[src/rtl/istore_pkg.sv]
// Shared types for the write-once element store.
// Assumes: request opcodes and element states are encoded in two bits.
package istore_pkg;
    typedef enum logic [1:0] {
        OP_ALLOC = 2'd0,
        OP_FETCH = 2'd1,
        OP_STORE = 2'd2,
        OP_NONE  = 2'd3
    } op_e;

    typedef enum logic [1:0] {
        ST_ABSENT  = 2'd0,
        ST_WAITING = 2'd1,
        ST_PRESENT = 2'd2
    } elem_st_e;
endpackage

[src/rtl/istore_defer_pool.sv]
// Shared pool of deferred-read slots; each slot holds a requester tag and a
// link to the next slot of the same element's list (MSB of a link = end).
// Assumes: push and pop never happen in the same cycle (the controller
// stops accepting requests while it pops).
module istore_defer_pool #(
    parameter int POOL = 8,
    parameter int TW   = 4,
    localparam int IW  = $clog2(POOL),
    localparam int LW  = IW + 1
) (
    input  logic          clk,
    input  logic          rst_n,
    input  logic          push_en,
    input  logic [TW-1:0] push_tag,
    input  logic [LW-1:0] push_next,
    input  logic          pop_en,
    input  logic [IW-1:0] rd_idx,
    output logic          full,
    output logic [IW-1:0] free_idx,
    output logic [TW-1:0] rd_tag,
    output logic [LW-1:0] rd_next
);
    logic [POOL-1:0] busy_q;
    logic [TW-1:0]   tag_q  [POOL];
    logic [LW-1:0]   next_q [POOL];

    // Lowest-numbered free slot.
    always_comb begin
        free_idx = '0;
        for (int i = POOL - 1; i >= 0; i--) begin
            if (!busy_q[i]) free_idx = IW'(i);
        end
    end

    // Pool is full when no slot is free.
    assign full    = &busy_q;
    assign rd_tag  = tag_q[rd_idx];
    assign rd_next = next_q[rd_idx];

    // Slot allocation, release and contents.
    always_ff @(posedge clk) begin
        if (!rst_n) begin
            busy_q <= '0;
            for (int i = 0; i < POOL; i++) begin
                tag_q[i]  <= '0;
                next_q[i] <= '0;
            end
        end else begin
            if (push_en) begin
                busy_q[free_idx] <= 1'b1;
                tag_q[free_idx]  <= push_tag;
                next_q[free_idx] <= push_next;
            end
            if (pop_en) busy_q[rd_idx] <= 1'b0;
        end
    end

    AST_PUSH_NOT_FULL: assert property (@(posedge clk) disable iff (!rst_n)
        push_en |-> !full);
    AST_POP_BUSY: assert property (@(posedge clk) disable iff (!rst_n)
        pop_en |-> busy_q[rd_idx]);
endmodule

[src/rtl/istore_elem_table.sv]
// Per-element state, value and deferred-list head, addressed by one index.
// Assumes: the controller writes a value only into a non-present element
// and clears a range only on a successful allocation.
module istore_elem_table
    import istore_pkg::*;
#(
    parameter int DEPTH = 16,
    parameter int DW    = 16,
    parameter int LW    = 4,
    localparam int AW   = $clog2(DEPTH),
    localparam int CW   = AW + 1
) (
    input  logic          clk,
    input  logic          rst_n,
    input  logic [AW-1:0] addr,
    output elem_st_e      rd_st,
    output logic [DW-1:0] rd_val,
    output logic [LW-1:0] rd_head,
    input  logic          wr_val_en,
    input  logic [DW-1:0] wr_val,
    input  logic          wr_wait_en,
    input  logic [LW-1:0] wr_head,
    input  logic          clr_en,
    input  logic [CW-1:0] clr_lo,
    input  logic [CW-1:0] clr_hi
);
    elem_st_e      st_q   [DEPTH];
    logic [DW-1:0] val_q  [DEPTH];
    logic [LW-1:0] head_q [DEPTH];

    assign rd_st   = st_q[addr];
    assign rd_val  = val_q[addr];
    assign rd_head = head_q[addr];

    // State, value and list-head updates.
    always_ff @(posedge clk) begin
        if (!rst_n) begin
            for (int i = 0; i < DEPTH; i++) begin
                st_q[i]   <= ST_ABSENT;
                val_q[i]  <= '0;
                head_q[i] <= '0;
            end
        end else begin
            if (clr_en) begin
                for (int i = 0; i < DEPTH; i++) begin
                    if (CW'(i) >= clr_lo && CW'(i) < clr_hi) st_q[i] <= ST_ABSENT;
                end
            end
            if (wr_val_en) begin
                st_q[addr]  <= ST_PRESENT;
                val_q[addr] <= wr_val;
            end
            if (wr_wait_en) begin
                st_q[addr]   <= ST_WAITING;
                head_q[addr] <= wr_head;
            end
        end
    end

    AST_WRITE_ONCE: assert property (@(posedge clk) disable iff (!rst_n)
        wr_val_en |-> st_q[addr] != ST_PRESENT);
    AST_DEFER_UNWRITTEN: assert property (@(posedge clk) disable iff (!rst_n)
        wr_wait_en |-> st_q[addr] != ST_PRESENT);
endmodule

[src/rtl/istore_ctrl.sv]
// Write-once element store controller: decodes allocate/fetch/store requests,
// answers fetches of present elements, defers the others into the shared
// pool, and replays a deferred list one response per cycle after its store.
// Assumes: DW+1 >= $clog2(DEPTH)+1 and POOL >= 2.
module istore_ctrl
    import istore_pkg::*;
#(
    parameter int DEPTH = 16,
    parameter int DW    = 16,
    parameter int TW    = 4,
    parameter int POOL  = 8,
    localparam int AW   = $clog2(DEPTH),
    localparam int CW   = AW + 1,
    localparam int IW   = $clog2(POOL),
    localparam int LW   = IW + 1
) (
    input  logic          clk,
    input  logic          rst_n,
    input  logic          req_valid,
    output logic          req_ready,
    input  logic [1:0]    req_op,
    input  logic [AW-1:0] req_addr,
    input  logic [DW-1:0] req_data,
    input  logic [TW-1:0] req_tag,
    output logic          rsp_valid,
    output logic [1:0]    rsp_kind,
    output logic          rsp_ok,
    output logic [TW-1:0] rsp_tag,
    output logic [DW-1:0] rsp_data,
    output logic          err_dup_store
);
    localparam logic [LW-1:0] NIL = {1'b1, {IW{1'b0}}};

    op_e           op;
    logic          acc, fetch_hit, defer, store_ok, dup, start_rp;
    logic          alloc_acc, alloc_ok;
    logic [DW:0]   alloc_end;
    elem_st_e      el_st;
    logic [DW-1:0] el_val;
    logic [LW-1:0] el_head;
    logic          pool_full;
    logic [IW-1:0] pool_free;
    logic [TW-1:0] pool_tag;
    logic [LW-1:0] pool_next;
    logic          in_replay_q;
    logic [LW-1:0] rp_ptr_q;
    logic [DW-1:0] rp_val_q;
    logic [CW-1:0] bump_q;

    // Request decode and handshake.
    always_comb begin
        op        = op_e'(req_op);
        req_ready = !in_replay_q && !(pool_full && op == OP_FETCH);
        acc       = req_valid && req_ready;
        fetch_hit = acc && op == OP_FETCH && el_st == ST_PRESENT;
        defer     = acc && op == OP_FETCH && el_st != ST_PRESENT;
        store_ok  = acc && op == OP_STORE && el_st != ST_PRESENT;
        dup       = acc && op == OP_STORE && el_st == ST_PRESENT;
        start_rp  = store_ok && el_st == ST_WAITING;
        alloc_acc = acc && op == OP_ALLOC;
        alloc_end = (DW+1)'(bump_q) + {1'b0, req_data};
        alloc_ok  = alloc_end <= (DW+1)'(DEPTH);
    end

    istore_elem_table #(.DEPTH(DEPTH), .DW(DW), .LW(LW)) u_table (
        .clk        (clk),
        .rst_n      (rst_n),
        .addr       (req_addr),
        .rd_st      (el_st),
        .rd_val     (el_val),
        .rd_head    (el_head),
        .wr_val_en  (store_ok),
        .wr_val     (req_data),
        .wr_wait_en (defer),
        .wr_head    ({1'b0, pool_free}),
        .clr_en     (alloc_acc && alloc_ok),
        .clr_lo     (bump_q),
        .clr_hi     (CW'(alloc_end))
    );

    istore_defer_pool #(.POOL(POOL), .TW(TW)) u_pool (
        .clk       (clk),
        .rst_n     (rst_n),
        .push_en   (defer),
        .push_tag  (req_tag),
        .push_next ((el_st == ST_WAITING) ? el_head : NIL),
        .pop_en    (in_replay_q),
        .rd_idx    (rp_ptr_q[IW-1:0]),
        .full      (pool_full),
        .free_idx  (pool_free),
        .rd_tag    (pool_tag),
        .rd_next   (pool_next)
    );

    // Responses, error pulse, replay walk and allocation pointer.
    always_ff @(posedge clk) begin
        if (!rst_n) begin
            rsp_valid     <= 1'b0;
            rsp_kind      <= 2'd0;
            rsp_ok        <= 1'b0;
            rsp_tag       <= '0;
            rsp_data      <= '0;
            err_dup_store <= 1'b0;
            in_replay_q   <= 1'b0;
            rp_ptr_q      <= NIL;
            rp_val_q      <= '0;
            bump_q        <= '0;
        end else begin
            rsp_valid     <= 1'b0;
            err_dup_store <= 1'b0;
            if (in_replay_q) begin
                rsp_valid <= 1'b1;
                rsp_kind  <= OP_FETCH;
                rsp_ok    <= 1'b1;
                rsp_tag   <= pool_tag;
                rsp_data  <= rp_val_q;
                rp_ptr_q  <= pool_next;
                if (pool_next[LW-1]) in_replay_q <= 1'b0;
            end
            if (alloc_acc) begin
                rsp_valid <= 1'b1;
                rsp_kind  <= OP_ALLOC;
                rsp_ok    <= alloc_ok;
                rsp_tag   <= req_tag;
                rsp_data  <= DW'(bump_q);
                if (alloc_ok) bump_q <= CW'(alloc_end);
            end
            if (fetch_hit) begin
                rsp_valid <= 1'b1;
                rsp_kind  <= OP_FETCH;
                rsp_ok    <= 1'b1;
                rsp_tag   <= req_tag;
                rsp_data  <= el_val;
            end
            if (start_rp) begin
                in_replay_q <= 1'b1;
                rp_ptr_q    <= el_head;
                rp_val_q    <= req_data;
            end
            if (dup) err_dup_store <= 1'b1;
        end
    end

    AST_NO_ACCEPT_IN_REPLAY: assert property (@(posedge clk) disable iff (!rst_n)
        in_replay_q |-> !req_ready);
    AST_DUP_SILENT: assert property (@(posedge clk) disable iff (!rst_n)
        err_dup_store |-> !rsp_valid);
    AST_BUMP_BOUNDED: assert property (@(posedge clk) disable iff (!rst_n)
        bump_q <= CW'(DEPTH));
    AST_REPLAY_LINK_LIVE: assert property (@(posedge clk) disable iff (!rst_n)
        in_replay_q |-> !rp_ptr_q[LW-1]);
endmodule

[config.mk]
export PLATFORM = sky130hd
export DESIGN_NAME = istore_ctrl
export DESIGN_NICKNAME = d
export VERILOG_FILES = /design/src/rtl/istore_pkg.sv /design/src/rtl/istore_defer_pool.sv /design/src/rtl/istore_elem_table.sv /design/src/rtl/istore_ctrl.sv
export SDC_FILE = /design/constraint.sdc
export NUM_CORES = 1
export LEC_CHECK = 0
export BUFFER_PORTS_ARGS = -buffer_cell sky130_fd_sc_hd__buf_2
export CAP_MARGIN = 20
export CORE_MARGIN = 2
export CORE_UTILIZATION = 57
export CTS_CLUSTER_DIAMETER = 150
export DETAILED_ROUTE_END_ITERATION = 6
export PLACE_DENSITY = 0.77
export SETUP_SLACK_MARGIN = 0.15
export SLEW_MARGIN = 20
export SYNTH_ARGS = -nofsm -noshare
export SYNTH_HDL_FRONTEND = slang
export SYNTH_SLANG_ARGS = --single-unit
[constraint.sdc]
create_clock -name clk -period 3.6 [get_ports clk]
set_input_delay 0.72 -clock clk [delete_from_list [all_inputs] [get_ports clk]]
set_output_delay 0.72 -clock clk [all_outputs]
set_load 0.005 [all_outputs]
# --- Word-level counts from Yosys, hierarchy flattened ---
# Memories as Yosys holds them, arrays and structs flattened. A register that Yosys moved wholly into a read port is not among the register bits.
# Index checks and enable logic that the tools add are counted.
totals:
  ff_bits: 57
  ramBits: 400
  inputBits: 29
  word_cells: 265
  memories: 5
mem_list:
  columns: ["name", "words", "word_bits", "rd", "rd_clocked_by_memory_dff", "wr", "line", "source"]
  rows:
  - ["u_table.val_q", 16, 16, 1, 0, 16, "istore_elem_table.sv:28", "logic [DW-1:0] val_q [DEPTH];"]
  - ["u_table.head_q", 16, 3, 1, 0, 16, "istore_elem_table.sv:29", "logic [LW-1:0] head_q [DEPTH];"]
  - ["u_pool.next_q", 8, 4, 1, 1, 8, "istore_defer_pool.sv:25", "logic [LW-1:0] next_q [POOL];"]
  - ["u_pool.tag_q", 8, 4, 1, 1, 8, "istore_defer_pool.sv:24", "logic [TW-1:0] tag_q [POOL];"]
  - ["u_table.st_q", 16, 2, 1, 0, 16, "istore_elem_table.sv:27", "elem_st_e st_q [DEPTH];"]
classes:
  add_sub_neg: 1
  magnitude_cmp: 37
  n_eq_ne: 5
  n_mux: 144
  bitwise: 20
  reduce_logical: 42
op_table:
  columns: ["operator", "count"]
  rows:
  - ["$mux 1", 91]
  - ["$mux 16", 4]
  - ["$mux 3", 17]
  - ["$ge 4x5->1 const A", 8]
  - ["$lt 4x5->1 const A", 8]
  - ["$mux 2", 18]
  - ["$mux 4", 9]
  - ["$logic_and 1x1->1", 30]
  - ["$mux 8", 3]
  - ["$ge 3x5->1 const A", 4]
  - ["$lt 3x5->1 const A", 4]
  - ["$add 5x16->17", 1]
  - ["$le 17x5->1 const B", 1]
  - ["$or 1x1->1", 17]
  - ["$reduce_or 16->1", 1]
  - ["$ge 1x5->1 const A", 2]
  - ["$ge 2x5->1 const A", 2]
  - ["$lt 1x5->1 const A", 2]
  - ["$lt 2x5->1 const A", 2]
  - ["$and 8x8->8", 1]
  - ["$lt 3x4->1 const B", 2]
  - ["$not 8->8", 1]
  - ["$or 8x8->8", 1]
  - ["$reduce_and 8->1", 1]
  - ["13 further kinds", 19]

# --- Depth between registers and ports, before layout ---
# Gate-level depths: netlist of the first run.
depth:
  ltp_word: 17
  ltp_mapped: 12
  depth_no_buf: 10

# --- Hierarchy ---
# A second synthesis of the first run with hierarchy kept.
hier_totals:
  cells_unflattened: 1712
  area_unflattened_um2: 22740.6
modules_own_cells:
  columns: ["module", "instances", "cells_per_inst", "area_per_inst_um2", "seq_area_each_um2"]
  rows:
  - ["istore_elem_table", 1, 1121, 16599.7, 10570.1]
  - ["istore_defer_pool", 1, 255, 3494.6, 2082.0]
  - ["istore_ctrl", 1, 336, 2646.3, 980.9]

# --- Worst setup path after synthesis of the first run ---
# Ideal clock, no wire load.
synth_timing:
  path_type: "in2reg"
  start: "input port req_addr[3]"
  end: "memory u_table.val_q[8][0], enable pin"
  setup_time_ns: 0.411
  arrival_time_ns: 3.389
  required_ns: 3.189
  slack_ns: -0.200
  path_stages: 9
  cell_sequence: "buf_4 > nor3b_1 > o21ai_0 > nand3_1 > or2_0 > clkbuf_1 > or3_1 > clkbuf_1 > o21ai_0"
synth_rtl:
  columns: ["element", "line", "source"]
  rows:
  - ["start, declared", "istore_ctrl.sv:22", "input logic [AW-1:0] req_addr,"]
  - ["end, declared", "istore_elem_table.sv:28", null]

==> results.toml, run 1 <==
[sta]
slew_viol_final = 0
min_period_ps = 3250
maxSlewHeadroom_pct = 48.2
clock.fmax_mhz = 307
period_share_pct = 90.4
holdWs_ps = 454
rsz0062_at_grt = "false"
fin_skew_ps = 24.7
hold_viol = 0
worst_pin_slew_ps = 776
setup_viol = 0

[routing]
drc = 0
vias = 14490
avgRoutedWirePerCell_um = 24.3
routed_via_density = 6.39
wl_met2_mm = 25.6
wl_met1_mm = 22.2
firstDrtPassIters = 5
drtIter0Drc = 1708
wl_met3_mm = 5.85
highest_layer = "met4"
routed_wl_mm = 55.1
ant_nets = 0

[global_route]
antenna_found_initial = 1
grt_max_degree = 79
overflow = 0
grt_pass1_wl_mm = 83.8
first_global_vias = 13971
grt_util_all_layers_pct = 28.4

[critical_path]
crit_chain = "ha_1 > inv_1 > fa_1 > nand2b_1 > a21oi_1 > o2bb2ai_1 > a221o_1 > a2111oi_4 > nand3_1 > o311ai_1"
endpoint = "u_table.st_q[15][0]"
critical_path.endpoint_type = "flop"
cp.arrival_ps = 3450
crit_type = "reg -> reg"
cpPeakStageDelay_ps = 480
critPathLaunch = "bump_q[0]"
required_ps = 3790
rrSetupSlack_ps = 350
r2r_start = "bump_q[0]"
start_kind = "flop"
slowest_stage = "o311ai_1"
r2r_end = "u_table.st_q[15][0]"
r2r_cells = 10
path_max_fanout = 4

[floorplanning]
num_rows = 71
die_x_um = 200
die-area_um2 = 39900
initial_core_util_pct = 58.0
coreArea_um2 = 37700
die_y_um = 200
ios = 55

[clocking]
cts_sinks = 460
cts_tree = "built"
clk_pin_slew_ps = 60
numCtsBuffers = 46
clk_path_buf_depth = 3
insertion_delay_ps = 570
h-tree-depth = 2
post_cts.repair.setup_buffers = 0
cts-resized-gates = 0
hold_buffers = 0
cts_root_buffer = "clkbuf_16"

[power_and_ir_drop]
switching_power_mw = 2.58
comb_power_share_pct = 7.5
p_per_area_nw_per_um2 = 479
p_leak_nw = 9.19
power_frac_clock_pct = 41.3
vdd_drop_max_uv = 336
swShare_pct = 21.9
p_int_mw = 9.18
seqPwrFrac_pct = 51.2

[status]
status = "complete, no violations"

[worst_hold_path]
hold_path.class = "in -> reg"

[place]
dpl.hpwl_mm = 37.3
gp_congestion = 0.894
dp_cells = 2183
io_buffers = 53

[synthesis]
yosysTopAreaCellShare_pct = 55.0
yosysSeqAreaShare_pct = 60.5
synth_edf_count = 400
synth_top_cell_by_area = "edfxtp_1"
syn_avg_cell_area_um2 = 13.2
async_flop_share_pct = 0
ys.flop_type = "edfxtp_1"
synthCells = 1656
syn_area_um2 = 21800
ys_ff_latch = 460
synth_area_leaders = "edfxtp_1, mux4_2, dfxtp_1"
synth_nets = 1691
yosys_warnings = 0
yosysUniqueCellTypes = 79

[layout]
drive_gt1_share_pct = 22.0
stdcell_count = 2267
syn_to_final_growth_pct = 12.5
n_antenna_cell = 0
nets = 1755

[flow_run]
maxCapViolCount = 0
==> area by class of cell <==
cell class	instances	area, um^2
clock buffer	59	1220
clock inverter	25	295
fill	2747	13100
inverter	48	180
multi-input combinational	1005	7860
sequential	460	13200
tap	511	639
timing repair buffer	159	1150
==> worst max-delay path, delay by kind of cell, from the launching register on <==
family / cells / cell delay [ps]
AO/OA/AOI/OAI: 5 / 1500
adder cells (fa/ha/maj): 2 / 550
AND/OR/NAND/NOR: 2 / 450
flip-flops: 1 / 340
buffers and inverters: 1 / 60
==> logic make-up (layout without fill, tap and decap cells) <==
| family | Yosys count | count (layout) | synth area share [%] |
|---|---|---|---|
| mux | 137 | 137 | 12.8 |
| simple gates | 664 | 664 | 16.3 |
| flops | 460 | 460 | 60.5 |
| buf+inv | 191 | 291 | 3.61 |
| compound gates | 193 | 193 | 6.17 |
| fa+ha+maj | 6 | 6 | 0.378 |
| other cells | 1 | 1 | 0.0172 |
| xor+xnor | 4 | 4 | 0.160 |
==> metal layers <==
metal  global-route usage (%)  up-vias
li1                         -     6334
met1                     41.7     7214
met2                     44.3      838
met3                     4.44      104
met4                     8.59        0
met5                        0        -
==> power by group through the flow <==
| stage | registers (mW) | clock network [mW] | logic (mW) |
|---|---|---|---|
| 2_1_floorplan | 6.10 | 0 | 0.550 |
| 3_3_place_gp | 6.12 | 0 | 0.860 |
| 3_5_place_dp | 6.13 | 0 | 0.874 |
| 4_1_cts | 6.02 | 4.90 | 0.877 |
| 5_1_grt | 6.03 | 5.09 | 0.934 |
| 6_report | 6.02 | 4.85 | 0.883 |
==> cell usage in the layout, fill, tap and decap left out, drive strengths merged, types with 7 or more instances in the layout <==
master and n:
inv 49, o32ai 9, o2111ai 8, clkinv 17, dfxtp 60, mux2i 16, nand2 106, or3 9
o211ai 9, a21oi 43, nand4 21, nand2b 18, nor2 151, nor3 33, nor4 7, a311oi 8
o221a 8, a31oi 7, and2 183, nand3 41, bufinv 7, mux2 8, buf 159, mux4 113
clkbuf 59, o21ai 51, and3 58, edfxtp 400
==> worst min-delay path by stage <==
stage / depth (start not counted) / slack, ps / startpoint / endpoint
after global routing: 3 / 460 / req_tag[1] / rsp_tag[1]
after floorplan: 2 / 430 / rp_val_q[10] / rp_val_q[10]
final: 3 / 450 / req_tag[2] / rsp_tag[2]
after detailed placement: 2 / 450 / rp_val_q[12] / rp_val_q[12]
after global placement: 2 / 440 / rp_val_q[14] / rp_val_q[14]
after CTS: 3 / 440 / req_tag[1] / rsp_tag[1]
==> flip-flops by register name, indices dropped and copies added (netlist names), 8 cells and up, named ones only <==
name,flops
u_pool.busy_q,8
u_table.head_q,48
u_table.st_q,32
rsp_data,16
rp_val_q,16
u_table.val_q,256
u_pool.next_q,32
u_pool.tag_q,32
==> per-stage QoR <==
stage	setup WS [ps]	utilization [%]	power, mW	area (um^2)	setup TNS (ps)
2_1_floorplan	0.987	-	6.65	21800	0
3_3_place_gp	-14.2	61.2	6.98	23000	-28.4
3_5_place_dp	-62.7	61.2	7.01	23000	-222
5_1_grt	193	65.2	12.1	24600	0
4_1_cts	387	65.2	11.8	24600	0
6_report	346	65.2	11.8	24600	0
==> cells in the mapped netlist, drive strengths merged, types with 3 or more instances <==
library cell,instances
o221a,8
buf,41
and3,58
dfxtp,60
a311oi,8
nand3b,4
mux2i,16
o21ai,51
o2111ai,8
o2bb2ai,6
clkbuf,102
nand2,106
o31a,3
a211oi,3
or3,9
o31ai,6
nand4,21
a32oi,3
and2,183
a31oi,7
o32ai,9
a21o,5
ha,5
nor3b,5
a21oi,43
or2,6
mux2,8
nor2b,6
mux4,113
nand3,41
o211ai,9
nor2,151
nor3,33
edfxtp,400
nor4,7
nand2b,18
o22ai,5
or3b,6
o211a,5
inv,48
No activity file was read; power rests on OpenSTA's default activity.
==> inputs of run 2 (changes only) <==
--- a/config.mk
+++ b/config.mk
@@ -9,3 +9,3 @@
 export CAP_MARGIN = 20
-export CORE_MARGIN = 2
+export CORE_MARGIN = 5
 export CORE_UTILIZATION = 57
==> constraint.sdc (replaced) <==
create_clock -name clk -period 3.6 [get_ports clk]
set_input_delay 0.36 -clock clk [delete_from_list [all_inputs] [get_ports clk]]
set_output_delay 0.36 -clock clk [all_outputs]
set_load 0.005 [all_outputs]
==> run 2 against run 1 <==
Against the previous run:
- sequential cell count stayed put
- total power is 1.9% lower
- non-clock buffer count is 29 lower
- register-to-register slack hardly changed
- cell area is 1.1% lower
- critical path type unchanged
- critical endpoint is now u_table.st_q[13][0]
- largest cell class unchanged
- largest power group unchanged
- highest routed layer unchanged
==> results.toml, run 2 (synthesis gave the netlist of run 1 again) <==
[layout]
drive_gt1_share_pct = 20.8
largest_register_ffs = 256
top_register = "u_table.val_q"
nets = 1727
final_common_cell = "edfxtp_1"
n_antenna_cell = 0
fin_area_um2 = 24300
layout_common_cells = "edfxtp_1, and2_1, nor2_1"
syn_to_final_growth_pct = 11.3
largestRegisters = "u_table.val_q x256, u_table.head_q x48"
fillers = 2701

[sta]
setup_viol = 0
period_share_pct = 90.4
fin_skew_ps = 16.6
slew_viol_final = 0
rsz0062_at_grt = "false"
maxSlewHeadroom_pct = 44.8
worst_pin_slew_ps = 821
clock.fmax_mhz = 307
hold_viol = 0
tns_ps = 0
min_period_ps = 3250

[routing]
drc = 0
drtIter0Drc = 1708
routed_wl_mm = 55.1
avgRoutedWirePerCell_um = 24.6
ant_nets = 0
firstDrtPassIters = 5
vias = 14406
routed_via_density = 6.43

[critical_path]
slowest_stage = "fa_1"
required_ps = 3830
critPathLaunch = "bump_q[0]"
critical_path.endpoint_type = "flop"
cp.arrival_ps = 3490
r2r_start = "bump_q[0]"
r2r_cells = 10
crit_chain = "ha_1 > inv_1 > fa_1 > nand2b_1 > a21oi_1 > o2bb2ai_1 > a221o_1 > a2111oi_4 > nand3_1 > o211ai_1"
path_max_fanout = 6
path_buf_inv = 1
path_delay_family = "compound AO/OA/AOI/OAI gates"
rrSetupSlack_ps = 350
start_kind = "flop"
cpPeakStageDelay_ps = 440
crit_type = "reg -> reg"
r2r_end = "u_table.st_q[13][0]"

[global_route]
antenna_found_initial = 0
first_global_vias = 14213
grt_util_all_layers_pct = 26.4
grt_max_degree = 68
grt_pass1_wl_mm = 85.0
overflow = 0

[worst_hold_path]
hold_path.class = "in -> reg"
min_from = "req_tag[2]"
min_to = "rsp_tag[2]"
min_path_cells = 3

[clocking]
numCtsBuffers = 47
cts_tree = "built"
clk_pin_slew_ps = 60
cts_sinks = 460
cts_root_buffer = "clkbuf_16"
insertion_delay_ps = 560
clk_path_buf_depth = 3
h-tree-depth = 2

[power_and_ir_drop]
p_per_area_nw_per_um2 = 475
p_leak_nw = 9.01
vdd_drop_max_uv = 314

[floorplanning]
die_y_um = 206
die-area_um2 = 42300
ios = 55
coreArea_um2 = 37800
num_rows = 71
initial_core_util_pct = 57.8
die_x_um = 206

[place]
io_buffers = 53
gp_congestion = 0.927
post_dp_cell_area_um2 = 22800
dpl.hpwl_mm = 36.7

[flow_run]
maxCapViolCount = 0

[status]
status = "complete, no violations"
## run 2: layout make-up
cell class	count	area, um^2	share of cell area, %
sequential	460	13200	54.4
timing repair buffer	130	917	3.78
clock buffer	68	1330	5.47
multi-input combinational	1005	7880	32.4
tap	511	639	2.63
clock inverter	18	139	0.572
inverter	48	180	0.742
## run 2: how the worst max path moves through the flow
stage,end,slack (ps),cells after the start
detailed placement,u_table.st_q[2][1],30,10
global route,u_table.st_q[3][1],120,10
CTS,u_table.st_q[2][1],160,10
finish,u_table.st_q[13][0],350,10
floorplan,u_table.val_q[8][0],160,9
global placement,u_table.st_q[2][0],190,11
## run 2: stage by stage
step	cells	utilization [%]	total power, mW	hold slack (ps)	worst slack (ps)
floorplan	1656	-	6.65	433	160
global placement	2153	60.4	6.96	445	187
detailed placement	2153	60.4	6.99	457	33.6
CTS	2239	64.2	11.6	50.4	163
global route	2240	64.3	11.9	63.0	123
finish	2240	64.3	11.5	76.7	346
## run 2: power breakdown
| part | leakage, nW | total (mW) | switching [mW] | internal [mW] |
|---|---|---|---|---|
| Combinational | 3.70 | 0.865 | 0.546 | 0.320 |
| Sequential | 4.60 | 6.02 | 0.0675 | 5.95 |
| Clock | 0.717 | 4.65 | 2.00 | 2.64 |
| Total | 9.01 | 11.5 | 2.62 | 8.92 |
## run 2: metal layers
| metal | GRT usage (%) | part of all wire [%] |
|---|---|---|
| met5 | 0 | 0 |
| met4 | 5.62 | 2.1 |
| met3 | 4.87 | 11 |
| met2 | 42.8 | 48 |
| met1 | 38.0 | 39 |
## run 2: worst reg2reg max path: stages, from the launching register on
cell and delay [ps]:
dfxtp_1 330, ha_1 180, inv_1 60, fa_1 440, nand2b_1 200, a21oi_1 190, o2bb2ai_1 110, a221o_1 300
a2111oi_4 400, nand3_1 350, o211ai_1 370
## run 2: what timing repair did
item | CTS | global route
buffers inserted | 0 | 1
gates resized for setup | 0 | 6
endpoints found under the setup margin | 0 | 24
hold buffers | 0 | 0
==> inputs of run 3 (changes only) <==
CAP_MARGIN = 25   (was 20)
PLACE_DENSITY = 0.81   (was 0.77)
==> run 3 against run 2 <==
Against the previous run:
- clock-buffer cell count down 8
- routed wire length up 0.38%
- register-to-register slack worse by 97 ps
- clock skew up 2.1 ps
- largest power group unchanged
==> results.toml, run 3 (synthesis gave the netlist of run 1 again) <==
[status]
status = "complete, no violations"

[floorplanning]
initial_core_util_pct = 57.8
ios = 55
die_y_um = 206
coreArea_um2 = 37800
die_x_um = 206
num_rows = 71
die-area_um2 = 42300

[flow_run]
maxCapViolCount = 0

[critical_path]
critical_path.endpoint_type = "flop"
crit_type = "reg -> reg"
r2r_start = "bump_q[3]"
path_max_fanout = 8
crit_chain = "ha_1 > and4_1 > or2_1 > a221o_1 > a2111oi_4 > nand3_2 > o31ai_1"
slowest_stage = "dfxtp_1"
cp.arrival_ps = 3590
rrSetupSlack_ps = 250
start_kind = "flop"
critPathLaunch = "bump_q[3]"
path_delay_family = "compound AO/OA/AOI/OAI gates"
path_buf_inv = 0
cpPeakStageDelay_ps = 530
required_ps = 3840

[global_route]
grt_max_degree = 67
grt_util_all_layers_pct = 26.5
grt_pass1_wl_mm = 85.5
antenna_found_initial = 0
first_global_vias = 14589
overflow = 0

[sta]
slew_viol_final = 0
rsz0062_at_grt = "true"
hold_viol = 0
maxSlewHeadroom_pct = 45.9
clock.fmax_mhz = 298
finalWorstSetupSlack_ps = 249
tns_ps = 0
setup_viol = 0
period_share_pct = 93.1
fin_skew_ps = 18.6
worst_pin_slew_ps = 811
min_period_ps = 3350

[layout]
final_common_cell = "edfxtp_1"
final_util_pct = 64.5
syn_to_final_growth_pct = 11.5
layout_common_cells = "edfxtp_1, and2_1, nor2_1"
nets = 1733
top_register = "u_table.val_q"
drive_gt1_share_pct = 20.8
largestRegisters = "u_table.val_q x256, u_table.head_q x48"
fin_area_um2 = 24400
n_antenna_cell = 0
largest_register_ffs = 256

[routing]
vias = 14483
routed_via_density = 6.47
routed_wl_mm = 55.3
drtIter0Drc = 1802
ant_nets = 0
firstDrtPassIters = 5
avgRoutedWirePerCell_um = 24.7
drc = 0

[worst_hold_path]
hold_path.class = "in -> reg"
min_from = "req_tag[2]"

[clocking]
insertion_delay_ps = 580
cts_root_buffer = "clkbuf_16"
numCtsBuffers = 48
cts_sinks = 460
h-tree-depth = 2
post_cts.repair.setup_buffers = 0
hold_buffers = 0
clk_path_buf_depth = 3
clk_pin_slew_ps = 60
cts_tree = "built"

[power_and_ir_drop]
p_per_area_nw_per_um2 = 482
totalPowerFinal_mw = 11.8
p_leak_nw = 9.06
vdd_drop_max_uv = 337

[place]
pre_cts_ws_ps = 130
gp_congestion = 0.937
dpl.hpwl_mm = 37.0
post_dp_cell_area_um2 = 22800
io_buffers = 53
-- run 3: timing repair --
item | 4_1_cts | 5_1_grt
endpoints found under the hold margin | 0 | 0
setup endpoints to repair | 0 | 6
gates resized for setup | 0 | 1
-- run 3: cell type report --
cell class,instances,area (um^2)
multi-input combinational,1005,7850
clock buffer,60,1290
clock inverter,19,220
sequential,460,13200
tap,511,639
fill,2657,13400
timing repair buffer,135,963
inverter,48,180
-- run 3: per-layer routing --
metal	up-vias	GRT usage (%)	share of wire, %
li1	6290	-	-
met1	7247	37.2	38
met2	828	42.5	48
met3	118	5.96	11
met4	0	7.54	2.9
met5	-	0	0
-- run 3: path summary, 6_finish.rpt --
kind / to / cells past startpoint
setup / recovery: u_table.st_q[2][1] / 7
hold / removal: rsp_tag[2] / 3
setup reg to reg: u_table.st_q[2][1] / 7
hold reg to reg: rp_val_q[11] / 2
-- run 3: metrics by stage --
step / hold slack, ps / instances
detailed placement: 452 / 2159
finish: 74.5 / 2238
CTS: 63.5 / 2238
global route: 73.5 / 2238
global placement: 441 / 2159
floorplan: 433 / 1656
-- run 3: worst reg2reg max path: cells and delay by family (launching register included) --
kind            cells  cell delay (ps)
simple gates        3              840
fa+ha+maj           1              400
compound gates      3             1250
flops               1              530
-- run 3: power by group --
part | total (mW) | switching (mW) | internal, mW
Combinational | 0.863 | 0.541 | 0.322
Sequential | 6.03 | 0.0707 | 5.96
Clock | 4.86 | 2.04 | 2.82
Total | 11.8 | 2.65 | 9.10
